[src/rtl/blkmem_pkg.sv]
package blkmem_pkg;

  typedef enum logic [1:0] {
    SEQ_IDLE  = 2'd0,
    SEQ_CHECK = 2'd1,
    SEQ_ISSUE = 2'd2
  } seq_state_e;

  typedef enum logic [1:0] {
    FLT_NONE  = 2'b00,
    FLT_PRIV  = 2'b01,
    FLT_ALIGN = 2'b10
  } fault_code_e;

  typedef struct packed {
    logic first;
    logic last;
    logic dly_commit;
  } uop_marks_t;

endpackage

[src/rtl/blkmem_ea_gen.sv]
module blkmem_ea_gen #(
  parameter int XLEN  = 64,
  parameter int IMM_W = 13
) (
  input  logic [XLEN-1:0]  rs1,
  input  logic [XLEN-1:0]  rs2,
  input  logic [IMM_W-1:0] imm,
  input  logic             use_imm,
  output logic [XLEN-1:0]  base_ea
);

  localparam int EXT_W = XLEN - IMM_W;

  logic [XLEN-1:0] imm_sext;
  logic [XLEN-1:0] second_op;

  always_comb begin
    imm_sext  = {{EXT_W{imm[IMM_W-1]}}, imm};
    second_op = use_imm ? imm_sext : rs2;
    base_ea   = rs1 + second_op;
  end

endmodule

[src/rtl/blkmem_fault_chk.sv]
module blkmem_fault_chk
  import blkmem_pkg::*;
#(
  parameter int ASI_W          = 8,
  parameter int ALIGN_BITS     = 6,
  parameter int PRIV_ASI_BOUND = 128
) (
  input  logic [ALIGN_BITS-1:0] ea_low,
  input  logic [ASI_W-1:0]      asi,
  input  logic                  priv,
  output fault_code_e           code
);

  localparam logic [ASI_W-1:0] BOUND = ASI_W'(PRIV_ASI_BOUND);

  logic misaligned;
  logic priv_viol;

  always_comb begin
    misaligned = |ea_low;
    priv_viol  = (asi < BOUND) && !priv;
    // the alignment fault is resolved last, so it wins
    code = FLT_NONE;
    if (priv_viol)  code = FLT_PRIV;
    if (misaligned) code = FLT_ALIGN;
  end

endmodule

[src/rtl/blkmem_addr_unit.sv]
module blkmem_addr_unit #(
  parameter int XLEN       = 64,
  parameter int NARROW_W   = 32,
  parameter int STEP_BYTES = 8,
  parameter int IDX_W      = 3
) (
  input  logic [XLEN-1:0]  base_ea,
  input  logic [IDX_W-1:0] idx,
  input  logic             narrow,
  output logic [XLEN-1:0]  addr
);

  localparam int STEP_SHIFT = $clog2(STEP_BYTES);

  logic [XLEN-1:0] offset;
  logic [XLEN-1:0] full_addr;

  always_comb begin
    offset    = XLEN'(idx) << STEP_SHIFT;
    full_addr = base_ea + offset;
  end

  generate
    if (NARROW_W < XLEN) begin : g_wrap
      always_comb begin
        addr = narrow ? {{(XLEN-NARROW_W){1'b0}}, full_addr[NARROW_W-1:0]} : full_addr;
      end
    end else begin : g_nowrap
      logic unused_narrow;
      always_comb begin
        unused_narrow = narrow;
        addr          = full_addr;
      end
    end
  endgenerate

endmodule

[src/rtl/blkmem_seq_ctrl.sv]
module blkmem_seq_ctrl
  import blkmem_pkg::*;
#(
  parameter int XLEN     = 64,
  parameter int ASI_W    = 8,
  parameter int FREG_W   = 6,
  parameter int NUM_UOPS = 8,
  parameter int IDX_W    = 3
) (
  input  logic              clk,
  input  logic              rst_n,
  input  logic              req_valid,
  input  logic [XLEN-1:0]   in_ea,
  input  logic [ASI_W-1:0]  in_asi,
  input  logic              in_priv,
  input  logic              in_narrow,
  input  logic              in_store,
  input  logic [FREG_W-1:0] in_freg,
  input  fault_code_e       chk_code,
  input  logic              mem_ready,
  output logic              req_ready,
  output logic              mem_valid,
  output logic [IDX_W-1:0]  uop_idx,
  output logic [XLEN-1:0]   ea_q,
  output logic [ASI_W-1:0]  asi_q,
  output logic              priv_q,
  output logic              narrow_q,
  output logic              store_q,
  output logic [FREG_W-1:0] freg_q,
  output logic              fault_valid,
  output logic [1:0]        fault_code,
  output logic              done
);

  localparam logic [IDX_W-1:0] LAST_IDX = IDX_W'(NUM_UOPS - 1);

  seq_state_e       state_q, state_d;
  logic [IDX_W-1:0] idx_q, idx_d;
  logic             flt_v_q, flt_v_d;
  fault_code_e      flt_c_q, flt_c_d;
  logic             done_q, done_d;
  logic             cap_en;

  always_comb begin
    state_d = state_q;
    idx_d   = idx_q;
    flt_v_d = 1'b0;
    flt_c_d = FLT_NONE;
    done_d  = 1'b0;
    cap_en  = 1'b0;
    unique case (state_q)
      SEQ_IDLE: begin
        if (req_valid) begin
          cap_en  = 1'b1;
          state_d = SEQ_CHECK;
        end
      end
      SEQ_CHECK: begin
        idx_d = '0;
        if (chk_code != FLT_NONE) begin
          flt_v_d = 1'b1;
          flt_c_d = chk_code;
          state_d = SEQ_IDLE;
        end else begin
          state_d = SEQ_ISSUE;
        end
      end
      SEQ_ISSUE: begin
        if (mem_ready) begin
          if (idx_q == LAST_IDX) begin
            done_d  = 1'b1;
            state_d = SEQ_IDLE;
          end else begin
            idx_d = idx_q + 1'b1;
          end
        end
      end
      default: state_d = SEQ_IDLE;
    endcase
  end

  always_ff @(posedge clk or negedge rst_n) begin
    if (!rst_n) begin
      state_q <= SEQ_IDLE;
      idx_q   <= '0;
      flt_v_q <= 1'b0;
      flt_c_q <= FLT_NONE;
      done_q  <= 1'b0;
    end else begin
      state_q <= state_d;
      idx_q   <= idx_d;
      flt_v_q <= flt_v_d;
      flt_c_q <= flt_c_d;
      done_q  <= done_d;
    end
  end

  // request fields: enable-only capture, no reset needed
  always_ff @(posedge clk) begin
    if (cap_en) begin
      ea_q     <= in_ea;
      asi_q    <= in_asi;
      priv_q   <= in_priv;
      narrow_q <= in_narrow;
      store_q  <= in_store;
      freg_q   <= in_freg;
    end
  end

  always_comb begin
    req_ready   = (state_q == SEQ_IDLE);
    mem_valid   = (state_q == SEQ_ISSUE);
    uop_idx     = idx_q;
    fault_valid = flt_v_q;
    fault_code  = flt_c_q;
    done        = done_q;
  end

  AST_HOLD_WHILE_STALLED: assert property (@(posedge clk) disable iff (!rst_n)
    (mem_valid && !mem_ready) |=> (mem_valid && $stable(uop_idx)));
  AST_FAULT_ONE_CYCLE: assert property (@(posedge clk) disable iff (!rst_n)
    fault_valid |=> !fault_valid);
  AST_FAULT_NO_ISSUE: assert property (@(posedge clk) disable iff (!rst_n)
    fault_valid |-> (!mem_valid && req_ready));
  AST_DONE_AFTER_FINAL: assert property (@(posedge clk) disable iff (!rst_n)
    done |-> ($past(mem_valid && mem_ready && (uop_idx == LAST_IDX)) && req_ready));
  AST_BUSY_NOT_READY: assert property (@(posedge clk) disable iff (!rst_n)
    (req_valid && req_ready) |=> !req_ready);

endmodule

[src/rtl/blkmem_sequencer.sv]
module blkmem_sequencer
  import blkmem_pkg::*;
#(
  parameter int XLEN           = 64,
  parameter int IMM_W          = 13,
  parameter int ASI_W          = 8,
  parameter int FREG_W         = 6,
  parameter int NUM_UOPS       = 8,
  parameter int STEP_BYTES     = 8,
  parameter int ALIGN_BITS     = 6,
  parameter int NARROW_W       = 32,
  parameter int PRIV_ASI_BOUND = 128,
  localparam int IDX_W         = $clog2(NUM_UOPS)
) (
  input  logic              clk,
  input  logic              rst_n,
  input  logic              req_valid,
  output logic              req_ready,
  input  logic              req_is_store,
  input  logic              req_use_imm,
  input  logic [XLEN-1:0]   req_rs1,
  input  logic [XLEN-1:0]   req_rs2,
  input  logic [IMM_W-1:0]  req_imm,
  input  logic [ASI_W-1:0]  req_asi,
  input  logic              req_priv,
  input  logic              req_narrow,
  input  logic [FREG_W-1:0] req_freg,
  output logic              mem_valid,
  input  logic              mem_ready,
  output logic [XLEN-1:0]   mem_addr,
  output logic              mem_is_store,
  output logic [ASI_W-1:0]  mem_asi,
  output logic [IDX_W-1:0]  mem_uop_idx,
  output logic              mem_first,
  output logic              mem_last,
  output logic              mem_dly_commit,
  output logic [FREG_W-1:0] rf_idx,
  output logic              rf_wr_en,
  output logic              rf_rd_en,
  output logic              fault_valid,
  output logic [1:0]        fault_code,
  output logic              done
);

  localparam logic [IDX_W-1:0] LAST_IDX = IDX_W'(NUM_UOPS - 1);

  logic [XLEN-1:0]   base_ea;
  logic [XLEN-1:0]   ea_q;
  logic [ASI_W-1:0]  asi_q;
  logic              priv_q, narrow_q, store_q;
  logic [FREG_W-1:0] freg_q;
  logic [IDX_W-1:0]  uop_idx;
  fault_code_e       chk_code;
  uop_marks_t        marks;

  blkmem_ea_gen #(.XLEN(XLEN), .IMM_W(IMM_W)) u_ea (
    .rs1     (req_rs1),
    .rs2     (req_rs2),
    .imm     (req_imm),
    .use_imm (req_use_imm),
    .base_ea (base_ea)
  );

  blkmem_seq_ctrl #(
    .XLEN(XLEN), .ASI_W(ASI_W), .FREG_W(FREG_W),
    .NUM_UOPS(NUM_UOPS), .IDX_W(IDX_W)
  ) u_ctrl (
    .clk         (clk),
    .rst_n       (rst_n),
    .req_valid   (req_valid),
    .in_ea       (base_ea),
    .in_asi      (req_asi),
    .in_priv     (req_priv),
    .in_narrow   (req_narrow),
    .in_store    (req_is_store),
    .in_freg     (req_freg),
    .chk_code    (chk_code),
    .mem_ready   (mem_ready),
    .req_ready   (req_ready),
    .mem_valid   (mem_valid),
    .uop_idx     (uop_idx),
    .ea_q        (ea_q),
    .asi_q       (asi_q),
    .priv_q      (priv_q),
    .narrow_q    (narrow_q),
    .store_q     (store_q),
    .freg_q      (freg_q),
    .fault_valid (fault_valid),
    .fault_code  (fault_code),
    .done        (done)
  );

  blkmem_fault_chk #(
    .ASI_W(ASI_W), .ALIGN_BITS(ALIGN_BITS), .PRIV_ASI_BOUND(PRIV_ASI_BOUND)
  ) u_chk (
    .ea_low (ea_q[ALIGN_BITS-1:0]),
    .asi    (asi_q),
    .priv   (priv_q),
    .code   (chk_code)
  );

  blkmem_addr_unit #(
    .XLEN(XLEN), .NARROW_W(NARROW_W), .STEP_BYTES(STEP_BYTES), .IDX_W(IDX_W)
  ) u_addr (
    .base_ea (ea_q),
    .idx     (uop_idx),
    .narrow  (narrow_q),
    .addr    (mem_addr)
  );

  always_comb begin
    marks.first      = (uop_idx == '0);
    marks.last       = (uop_idx == LAST_IDX);
    marks.dly_commit = !marks.last;
    mem_first        = marks.first;
    mem_last         = marks.last;
    mem_dly_commit   = marks.dly_commit;
    mem_uop_idx      = uop_idx;
    mem_is_store     = store_q;
    mem_asi          = asi_q;
    rf_idx           = freg_q + FREG_W'(uop_idx);
    rf_wr_en         = mem_valid && !store_q;
    rf_rd_en         = mem_valid && store_q;
  end

  AST_ADDR_STEPS: assert property (@(posedge clk) disable iff (!rst_n)
    (mem_valid && mem_ready && !mem_last) |=>
      (mem_valid && (mem_addr == $past(mem_addr) + XLEN'(STEP_BYTES))));
  AST_REG_STEPS: assert property (@(posedge clk) disable iff (!rst_n)
    (mem_valid && mem_ready && !mem_last) |=>
      (rf_idx == $past(rf_idx) + 1'b1));
  AST_OPENS_WITH_FIRST: assert property (@(posedge clk) disable iff (!rst_n)
    $rose(mem_valid) |-> (mem_first && mem_dly_commit));
  AST_ADDR_HELD: assert property (@(posedge clk) disable iff (!rst_n)
    (mem_valid && !mem_ready) |=> ($stable(mem_addr) && $stable(rf_idx)));

endmodule

[config.mk]
export PLATFORM = sky130hd
export DESIGN_NAME = blkmem_sequencer
export DESIGN_NICKNAME = d
export VERILOG_FILES = /design/src/rtl/blkmem_pkg.sv /design/src/rtl/blkmem_ea_gen.sv /design/src/rtl/blkmem_fault_chk.sv /design/src/rtl/blkmem_addr_unit.sv /design/src/rtl/blkmem_seq_ctrl.sv /design/src/rtl/blkmem_sequencer.sv
export SDC_FILE = /design/constraint.sdc
export NUM_CORES = 1
export LEC_CHECK = 0
export ABC_AREA = 1
export CAP_MARGIN = 20
export CELL_PAD_IN_SITES_DETAIL_PLACEMENT = 2
export CELL_PAD_IN_SITES_GLOBAL_PLACEMENT = 2
export CORE_MARGIN = 2
export CORE_UTILIZATION = 29
export CTS_CLUSTER_DIAMETER = 30
export DETAILED_ROUTE_END_ITERATION = 12
export GPL_TIMING_DRIVEN = 0
export HOLD_SLACK_MARGIN = 0.08
export PLACE_DENSITY = 0.92
export RECOVER_POWER = 25
export SETUP_SLACK_MARGIN = 0.5
export SLEW_MARGIN = 15
export SYNTH_ARGS = -nofsm -noshare
export SYNTH_HDL_FRONTEND = slang
export SYNTH_HIERARCHICAL = 1
export SYNTH_SLANG_ARGS = --single-unit
[constraint.sdc]
create_clock -name clk -period 21.6 [get_ports clk]
set_input_delay 4.32 -clock clk [delete_from_list [all_inputs] [get_ports clk]]
set_output_delay 4.32 -clock clk [all_outputs]
set_load 0.02 [all_outputs]
### After elaboration in Yosys (flattened, before gate mapping)

Index checks and enable logic that the tools add are counted.

* bits in registers: 90
* bits of input ports: 163
* output and inout port bits: 93
* logic and storage cells: 57

* $add $sub $neg: 4
* order comparisons: 1
* eq/ne operators: 7
* muxes and demuxes: 21
* reduce and logical (&&, ||, !) cells: 13

Operators by type and width (number)
* 64-bit two-way mux: 2
* 64-bit by 6-bit adder with 64-bit output: 1
* 64-bit adder: 1
* 2-bit two-way mux: 7
* 8-bit < comparator (second input constant): 1
* 1-bit two-way mux: 8
* 6-bit by 3-bit adder with 6-bit output: 1
* 3-bit two-way mux: 2
* 2-bit case mux with 3 select lines: 1
* 3-bit case mux with 2 select lines: 1
* 3-bit AND reduction: 2
* 6-bit OR reduction: 1
* 2-bit by 1-bit inequality test with 1-bit output (second input constant): 2
* 2-bit inequality test (second input constant): 2
* 2-bit nonzero test: 2
* 3-bit by 1-bit adder with 3-bit output (second input constant): 1
* 3-bit equality test (second input constant): 1
* 1-bit logical AND: 3
* 1-bit logical NOT: 3
* 3-bit logical NOT: 1
* 2-bit by 1-bit equality test with 1-bit output (second input constant): 1
* 2-bit equality test (second input constant): 1
* 2-bit logical NOT: 1

### Logic depth before layout (Yosys ltp)

Gate-level depths: netlist of the first run.

* depth in word-level cells: 7
* gate-level depth with buffers: 17
* gate-level depth less buffers: 15

### Cells and area by module

Netlist of the first run, hierarchy kept.

Modules (own cells, without submodules)
* blkmem_ea_gen: instances 1, cells each 1419, area an instance 6672.6 µm², sequential area each 0.0 µm²
* blkmem_seq_ctrl: instances 1, cells each 120, area an instance 2824.0 µm², sequential area each 2657.5 µm²
* blkmem_addr_unit: instances 1, cells each 515, area an instance 2307.2 µm², sequential area each 0.0 µm²
* blkmem_sequencer: instances 1, cells each 37, area an instance 200.2 µm², sequential area each 0.0 µm²
* blkmem_fault_chk: instances 1, cells each 7, area an instance 36.3 µm², sequential area each 0.0 µm²

### Worst setup path before layout of the first run

Ideal clock, no wire load.

* path kind: input-to-reg
* start point: input req_valid
* end point: register u_ctrl.asi_q[0] (enable)
* arrival: 10153 ps
* data required time: 20963 ps
* setup slack: 10811 ps
* cell stages on the path: 1
* buffers on the path: 0
* cell sequence: nor3b_1

* cells in the longest elaborated chain, start to end: 2

Ends and longest elaborated chain
* start: declaration: line blkmem_sequencer.sv:17 `input logic req_valid,`
* 1-bit two-way mux: line blkmem_seq_ctrl.sv:53 `if (req_valid) begin`
* 1-bit two-way mux: line blkmem_seq_ctrl.sv:51 `unique case (state_q)`
* end signal: assignment: line blkmem_seq_ctrl.sv:102 `asi_q <= in_asi;`
* end: declaration: line blkmem_seq_ctrl.sv:25 `output logic [ASI_W-1:0] asi_q,`

Every way passes these cells.
A chain may end at the register's enable or synchronous reset.

### Worst setup path after layout of the first run

* start point: input req_use_imm
* end point: register u_ctrl.ea_q[56], data pin

* cells in the longest elaborated chain, start to end: 2

Ends and longest elaborated chain
* start: declaration: line blkmem_sequencer.sv:20 `input logic req_use_imm,`
* 64-bit two-way mux: line blkmem_ea_gen.sv:19 `second_op = use_imm ? imm_sext : rs2;`
* 64-bit adder: line blkmem_ea_gen.sv:20 `base_ea = rs1 + second_op;`
* via base_ea[56]: line blkmem_sequencer.sv:47 `logic [XLEN-1:0] base_ea;`
* end signal: assignment: line blkmem_seq_ctrl.sv:101 `ea_q <= in_ea;`
* end: declaration: line blkmem_seq_ctrl.sv:24 `output logic [XLEN-1:0] ea_q,`

The timed path passes the listed nets, and every way through them passes these cells.

==> out/results.txt, run 1 <==
The run finished with clean final reports. For the worst setup path, the data required time is 21700 ps. After routing, the total negative slack on setup checks comes to 0 ps. Synthesis inferred 90 register bits.

For the internal power consumption, the log shows 454 uW. The die span in x came out at 208 um. No sink is reached through more buffers than the 2 on the longest clock path. In this run the worst path has a maximum fanout of 10. The placer congestion estimate is 0.902, and the netlist area before placement is 12000 um^2. Leaving out fill and tap cells, the most frequent cells in the layout are nand2_1, inv_1, nor2_1, clkdlybuf4s50_1, nand3_1. The number of clock buffers added by TritonCTS is 9.

The area fraction in and, or, nand and nor cells after synthesis came out at 0.448. The share of synthesized flip-flops with an asynchronous set or reset came out at 0.100. Setup repair after global routing left no endpoint under its margin. The portion of total power attributed to sequential cells came out at 0.307.

The static power due to leakage came out at 0.00801 uW. Dividing the detail-routed wire length by the instance count gives 19.1 um. The highest clock rate was 128 MHz; the number of levels in the clock H-tree was 3.

Yosys mapped the design onto 35 distinct sky130hd cell types. The max-cap check violation count was 0. For the arrival time of the worst setup path, the log shows 7900 ps.

Number of flops mapped to enable cells by yosys: 81. Among all flip-flop cells after synthesis, the most frequent one is edfxtp_1. The number of instances on the worst hold path is 1, and the placed wire-length estimate is 50.2 mm. For flop-to-flop paths, the worst setup slack is 17830 ps. The clock share of power came out at 0.207. In this run the power spent charging and discharging nets is 345 uW. The run gives 0 as the max-slew violation count. In this run the most critical hold path is launched from u_ctrl/state_q[1]. The post-route minimum period was 7810 ps.

The first global-routing pass estimated 87.0 mm of wire. Once the clock tree was built, the setup fixing pass inserted 0 buffers. The compound-cell area share of the yosys netlist was 0.0536.

The number of nets handed over by synthesis was 2335. On the final layout, the worst clock skew is 8.68 ps. Grouping stages by cell kind, the critical path spends the most delay in simple AND/OR/NAND/NOR gates.

STA classifies the critical path endpoint as a flip-flop. Clock latency on the worst-skew pair: 370 ps. The worst register-to-register path begins at u_ctrl/state_q[0]. The routed layout has 14000 vias.

After clock tree synthesis, the flow added hold-fix buffers numbering 0. End of the worst register-to-register path: u_ctrl/ea_q[62]. The total clock sinks was 90. The completed layout was analyzed and its total power is 799 uW.

The classification of the worst setup path is input pin to flip-flop. Average cell area after synthesis: 5.74 um^2. TritonCTS built the clock tree. Number of endpoints with negative hold slack in the final report: 0. Power spread over the standard cell area amounts to 51.2 nW/um^2.

The met2 usage is 0.473, and the number of nets in the final layout is 2607. The quantity of gates resized following cts is 0, and the initial antenna violation count is 0. The die outline area came out at 43200 um^2.

The pre-CTS setup slack was 13770 ps; the count of endpoints failing setup in the final report was 0. The worst reg-to-reg path cell count is 7. The core region area is 40900 um^2, and the fraction of synthesized area in multiplexers is 0.0112. For hold timing, the worst endpoint is u_ctrl/state_q[0].

For the initial DRC count, the log shows 422. The final cycle utilization of the critical path works out to 0.362. The slowest stage of the critical path is the clkbuf_1 cell.

Global-route usage over all layers: 0.256. Relative to the synthesized area, the layout overhead comes to 29.5%. During I/O placement, the number of pins put on the boundary was 256. The transition time at the pin with the least slew margin is 1440 ps, and the met1 track demand over resource in global routing is 0.318. The combinational family with the most area after synthesis was simple AND/OR/NAND/NOR gates.

The signal on the critical path passes through clkbuf_1, nand2_1, clkbuf_1, o21ai_0, ha_1, nand2_1, inv_1, nand2_1, nand2_1, a21oi_1, nand3_2, nand2_1, nand3_1, nand2_1, nand2_1. Using the TritonRoute via totals, the vias-per-cell ratio works out to 4.81. On the worst path, the slowest cell contributes a delay of 720 ps.

The logs give 0 for the final antenna-violating net count and 0.0404 for the worst slew slack as a fraction of its limit. The port buffer count came out at 254. The most crowded layer after global routing was met2. The XOR/XNOR share of the synthesized area is 0.0444, and the remaining design rule violation count is 0. The logs give 0.294 for the initial standard-cell utilization of the core and 0.0409 mV for the worst voltage drop across the vdd grid.

The most frequent standard cell in the layout excluding fill and tap cells was nand2_1. The number of rows created at floorplan is 74, and the fraction of power spent switching nets is 0.432. Entering global routing, the biggest net connects 16 pins. For the number of global-route vias before repair, the log shows 15600. Wires add up to 55.5 mm.

Setup slack on the critical path of the routed design comes to 13790 ps. Yosys printed 6 warnings. The ratio of cells with drive above 1 in the final layout works out to 0.0627. The height of the die is 208 um. The run gives 0.0218 as the met3 track utilization from global routing. Class of the tightest hold or removal check: flip-flop to flip-flop. The number of antenna diodes in the final layout is 0. The portion of the post-synthesis area used by sequential elements is 0.221. The synthesized-area fraction occupied by adder cells was 0.0788; the number of buffers and inverters on the critical path was 3. The first detailed-routing pass took 5 iterations.

The proportion of power drawn by combinational gates was 0.486. Startpoint type of the worst setup path: an input pin. After clock tree synthesis, the clock-pin slew on the worst setup and hold paths is 70 ps. Clock root buffer: clkbuf_16. The cell that appears most often on the critical path is nand2_1. The utilization after layout was 0.381. The total overflow left after global routing is 0.

The number of cells produced by synthesis came out at 2098.
==> worst reg2reg max path, stage by stage (launching register included) <==
cell,delay (ps)
dfrtp_1,470
nor3b_1,1180
clkbuf_1,510
buf_4,300
buf_4,230
buf_4,250
buf_4,270
buf_4,250
==> Yosys cell counts, types with 2 or more instances <==
library cell  instances  area (um^2)
o21ai_0              64          320
clkinv_1              3         11.3
or2_2                 3         18.8
xnor2_1              18          158
nor3_4                2         32.5
nor3_2                3         30.0
inv_1               423         1590
nor2_4                7         78.8
o21ai_1               2         10.0
nand3_2              13          130
xor2_1               43          377
clkbuf_1             13         48.8
nand4_1              19          119
nor2_1              256          961
nand3_1              84          420
edfxtp_1             81         2430
o21bai_1             12         90.1
inv_2                 9         33.8
buf_4                 4         30.0
nor2_2               33          206
a21oi_1              45          225
dfrtp_1               9          225
nand2_1             801         3010
buf_2                 2         10.0
nand2_2              40          250
ha_1                 71          888
mux2_2               12          135
nor3b_1               2         15.0
fa_1                  3         60.1
nand3b_1              3         22.5
nor3_1               14         70.1
==> cell families after synthesis <==
group	count (synthesis)
AO/OA/AOI/OAI	123
buffers and inverters	454
adder cells (fa/ha/maj)	74
AND/OR/NAND/NOR	1284
XOR/XNOR	61
flip-flops	90
multiplexers	12
==> registers in the layout, summed over array words and instances (netlist names) <==
signal,count
u_ctrl/asi_q,8
u_ctrl/fault_valid,1
u_ctrl/ea_q,64
u_ctrl/fault_code,2
u_ctrl/done,1
u_ctrl/narrow_q,1
u_ctrl/store_q,1
u_ctrl/state_q,2
u_ctrl/priv_q,1
u_ctrl/freg_q,6
u_ctrl/uop_idx,3
==> power by group through the flow <==
stage | combinational, uW | sequential (uW) | clock, uW
2_1_floorplan | 221 | 240 | 0
3_3_place_gp | 365 | 249 | 0
3_5_place_dp | 389 | 249 | 0
4_1_cts | 391 | 245 | 169
5_1_grt | 427 | 248 | 175
6_report | 388 | 245 | 165
==> how the worst max path moves through the flow <==
stage / end / startpoint / cells after the start / slack [ps]
after floorplan: u_ctrl/asi_q[0] / req_valid / 1 / 10810
after global placement: u_ctrl/ea_q[61] / req_valid / 2 / 8210
after detailed placement: u_ctrl/ea_q[56] / req_imm[12] / 15 / 13770
after CTS: mem_addr[53] / u_ctrl/uop_idx[0] / 11 / 13950
after global routing: u_ctrl/ea_q[56] / req_use_imm / 15 / 13410
final: u_ctrl/ea_q[56] / req_use_imm / 15 / 13790
==> metal layers <==
metal | wire length, um | share of wire
met1 | 25100 | 0.45
met2 | 27800 | 0.50
met3 | 1230 | 0.022
met4 | 1270 | 0.023
met5 | 0 | 0
==> metrics by stage <==
step	cells	hold slack, ps	area (um^2)
finish	2907	529	15600
CTS	2907	541	15600
global placement	2884	487	15200
floorplan	2098	471	12000
detailed placement	2891	529	15300
global route	2907	550	15600
==> cell type report <==
cell class / instances / area (um^2)
sequential: 90 / 2660
inverter: 435 / 1630
clock buffer: 10 / 239
multi-input combinational: 1554 / 7660
tap: 532 / 666
clock inverter: 6 / 65.1
timing repair buffer: 261 / 2590
buffer: 19 / 87.6
fill: 5184 / 25300
(Power assumes the default switching activity.)
==> inputs of run 2 (changes only) <==
--- a/config.mk
+++ b/config.mk
@@ -10,12 +10,12 @@
 export CELL_PAD_IN_SITES_DETAIL_PLACEMENT = 2
 export CELL_PAD_IN_SITES_GLOBAL_PLACEMENT = 2
 export CORE_MARGIN = 2
-export CORE_UTILIZATION = 29
+export CORE_UTILIZATION = 27
 export CTS_CLUSTER_DIAMETER = 30
 export DETAILED_ROUTE_END_ITERATION = 12
 export GPL_TIMING_DRIVEN = 0
 export HOLD_SLACK_MARGIN = 0.08
-export PLACE_DENSITY = 0.92
+export PLACE_DENSITY = 0.86
 export RECOVER_POWER = 25
 export SETUP_SLACK_MARGIN = 0.5
 export SLEW_MARGIN = 15
==> constraint.sdc (replaced) <==
create_clock -name clk -period 8 [get_ports clk]
set_input_delay 1.6 -clock clk [delete_from_list [all_inputs] [get_ports clk]]
set_output_delay 1.6 -clock clk [all_outputs]
set_load 0.02 [all_outputs]
==> run 2 against run 1 <==
Effect of this change: clock power grew to 2.6 times the previous value; largest cell class unchanged; clock-buffer cell count is the same; highest routed layer is now met5; cell area grew 0.39%.
==> out/results.txt, run 2 (synthesis results as in run 1) <==
The run finished with clean final reports. Timing would allow up to 202 MHz. At the end of routability-driven placement, the weighted congestion stood at 0.913.

Data on the critical path is required at its endpoint by 6400 ps. The register with the most flip-flops in the layout has 64 of them. In this run the critical register-to-register path is launched from u_ctrl/state_q[0]. Clock share of power: 0.204. The tools report the startpoint type of the worst setup path as a flip-flop. Once detail routing completed, the nets flagged for antenna violations numbered 0.

The largest net degree at the start of global routing came out at 20. IR analysis of the VDD net gives a maximum drop of 0.0789 mV. The fraction of power spent switching nets was 0.429. During placement, the flow inserted port buffers numbering 254.

For the finished layout, the period the worst path requires is 4940 ps. The tools report the routed wire length as 54.0 mm. From synthesis to final layout, the design area changed by 30.0%. The overall power of the completed layout came out at 2130 uW.

Proportion of power drawn by combinational gates: 0.488. Clock-pin slew was measured on the worst setup and hold paths at 70 ps. The initial standard-cell utilization of the core came out at 0.273. The ratio of cells with drive above 1 in the final layout is 0.0607, and the number of rows created at floorplan is 77. The number of buffers on the longest clock path is 2, and the summed negative setup slack over all endpoints is 0 ps.

The post-detailed-route via-to-cell ratio works out to 4.65. The global-route usage over all layers came out at 0.234. The detailed router finished its first iteration with 409 violations. The pre-antenna-repair detailed-routing pass consisted of 5 iterations. The power per unit of standard cell area was 136 nW/um^2. TritonCTS built the clock tree. The number of antenna diodes in the final layout is 0. The library cells used most frequently in the layout, excluding fill and tap cells, are nand2_1, inv_1, nor2_1, clkdlybuf4s50_1, nand3_1.

Leaving out fill and tap cells, the most frequent cell in the layout is nand2_1. STA classifies the critical path endpoint as an output port. Once the clock tree was built, the setup fixing pass inserted 0 buffers. Detailed placement finished with a half-perimeter wire length of 48.6 mm. The first global-routing pass estimated 84.7 mm of wire.

The tools report the number of global-route vias before repair as 15400. In the routed design, unresolved DRC markers number 0. The later pin in the worst-skew pair is clocked with a latency of 360 ps. The worst reg-to-reg path cell count is 5, and the worst slew slack as a fraction of its limit is 0.347. The total area inside the core boundary comes to 44100 um^2. Dividing the detail-routed wire length by the instance count gives 18.2 um. The tools report the number of levels in the clock H-tree as 3.

The run gives 2605 as the number of nets in the final layout. The class of the tightest hold or removal check is flip-flop to flip-flop. Across the run, the number of max-cap violations was 0. The arrival time of the worst setup path was 3340 ps.

The internal power consumption was 1220 uW; the total number of vias was 13800. Setup repair after global routing left no endpoint under its margin. The largest register by flop count was u_ctrl/ea_q. The root buffer cell chosen for the clock tree is clkbuf_16. TritonCTS created 9 clock buffers. For flop-to-flop paths, the worst setup slack is 4700 ps. The portion of total power attributed to sequential cells was 0.309. For the final database, setup skew stands at 11.0 ps. The analysis attributes to net switching a power of 916 uW.

Pin placement for this block handled 256 I/O pins. The number of hold buffers added after CTS was 0. The quantity of gates resized following cts came out at 0. Setup violations remaining at the end of the flow were counted as 0. The utilization after layout was 0.355. Counting every sink on the clock net gives 90.

Measured along the x axis, the die boundary spans 215 um. The overflow left after global routing was 0. The floorplan step defined a die boundary enclosing 46300 um^2. The critical path starts at u_ctrl/uop_idx[0]. The static power due to leakage is 0.00798 uW, and the final cycle utilization of the critical path is 0.618. In this run the worst setup path terminates at mem_addr[51]. In the final layout, the registers with the most flip-flops are u_ctrl/ea_q: 64 flops, u_ctrl/asi_q: 8 flops, u_ctrl/freg_q: 6 flops. Largest fanout of any net on the critical path: 8. The worst setup path is of the flip-flop to output port kind.

Measured along the y axis, the die boundary spans 215 um. For the pin with the worst max-slew slack, the measured transition is 980 ps. The end of the worst register-to-register path is u_ctrl/ea_q[41]. The logs give 0 for the number of endpoints with negative hold slack in the final report and 1 for the initial antenna violation count. For the max-slew violation count, the log shows 0.
-- run 2: cell count changes in the layout (fill, tap and decap cells not counted), moves of 2 or more --
cell and change:
dlygate4sd3_1 -13, buf_4 -5, clkdlybuf4s50_1 +13, buf_8 +2
-- run 2: cell type report --
cell class                      instances  area [um^2]
Fill cell                            5605        28500
Multi-Input combinational cell       1554         7660
Sequential cell                        90         2660
Timing Repair Buffer                  259         2580
Inverter                              435         1630
Tap cell                              592          741
Clock buffer                           10          229
Buffer                                 19         88.8
Clock inverter                          6         65.1
-- run 2: through the flow --
step                      hold slack, ps  area [um^2]  instances  worst slack (ps)
after floorplan                      488        12000       2098              2800
after global placement               503        15300       2944              1050
after detailed placement             604        15400       2949              2860
after CTS                            615        15700       2965              3060
after global routing                 606        15700       2965              2880
final                                579        15700       2965              3060
-- run 2: power by group through the flow --
stage	combinational (uW)	clock, uW	sequential [uW]
3_3_place_gp	992	0	670
3_5_place_dp	1050	0	669
4_1_cts	1050	450	660
5_1_grt	1150	462	667
2_1_floorplan	596	0	646
6_report	1040	435	659
-- run 2: critical path, cell delays in order (launching register included) --
cell	delay (ps)
dfrtp_1	520
ha_1	310
fa_1	260
nand3_1	120
nand2_2	160
nand2_2	110
nor2_1	320
nand3_1	130
nand2_1	90
nand2_1	60
nor2_1	230
clkdlybuf4s50_1	650
-- run 2: worst min-delay path by stage --
stage | endpoint | from | cells past startpoint
after floorplan | u_ctrl/state_q[0] | u_ctrl/state_q[1] | 1
after global placement | u_ctrl/state_q[0] | u_ctrl/state_q[1] | 1
after detailed placement | u_ctrl/state_q[0] | u_ctrl/state_q[1] | 1
after CTS | u_ctrl/state_q[0] | u_ctrl/state_q[1] | 1
after global routing | u_ctrl/state_q[0] | u_ctrl/state_q[1] | 1
final | u_ctrl/state_q[0] | u_ctrl/state_q[1] | 1
-- run 2: per-layer routing --
layer | track usage | share of wire
met4 | 0.0685 | 0.026
met3 | 0.0209 | 0.024
met1 | 0.292 | 0.45
met2 | 0.425 | 0.49
met5 | 0 | 0.00035
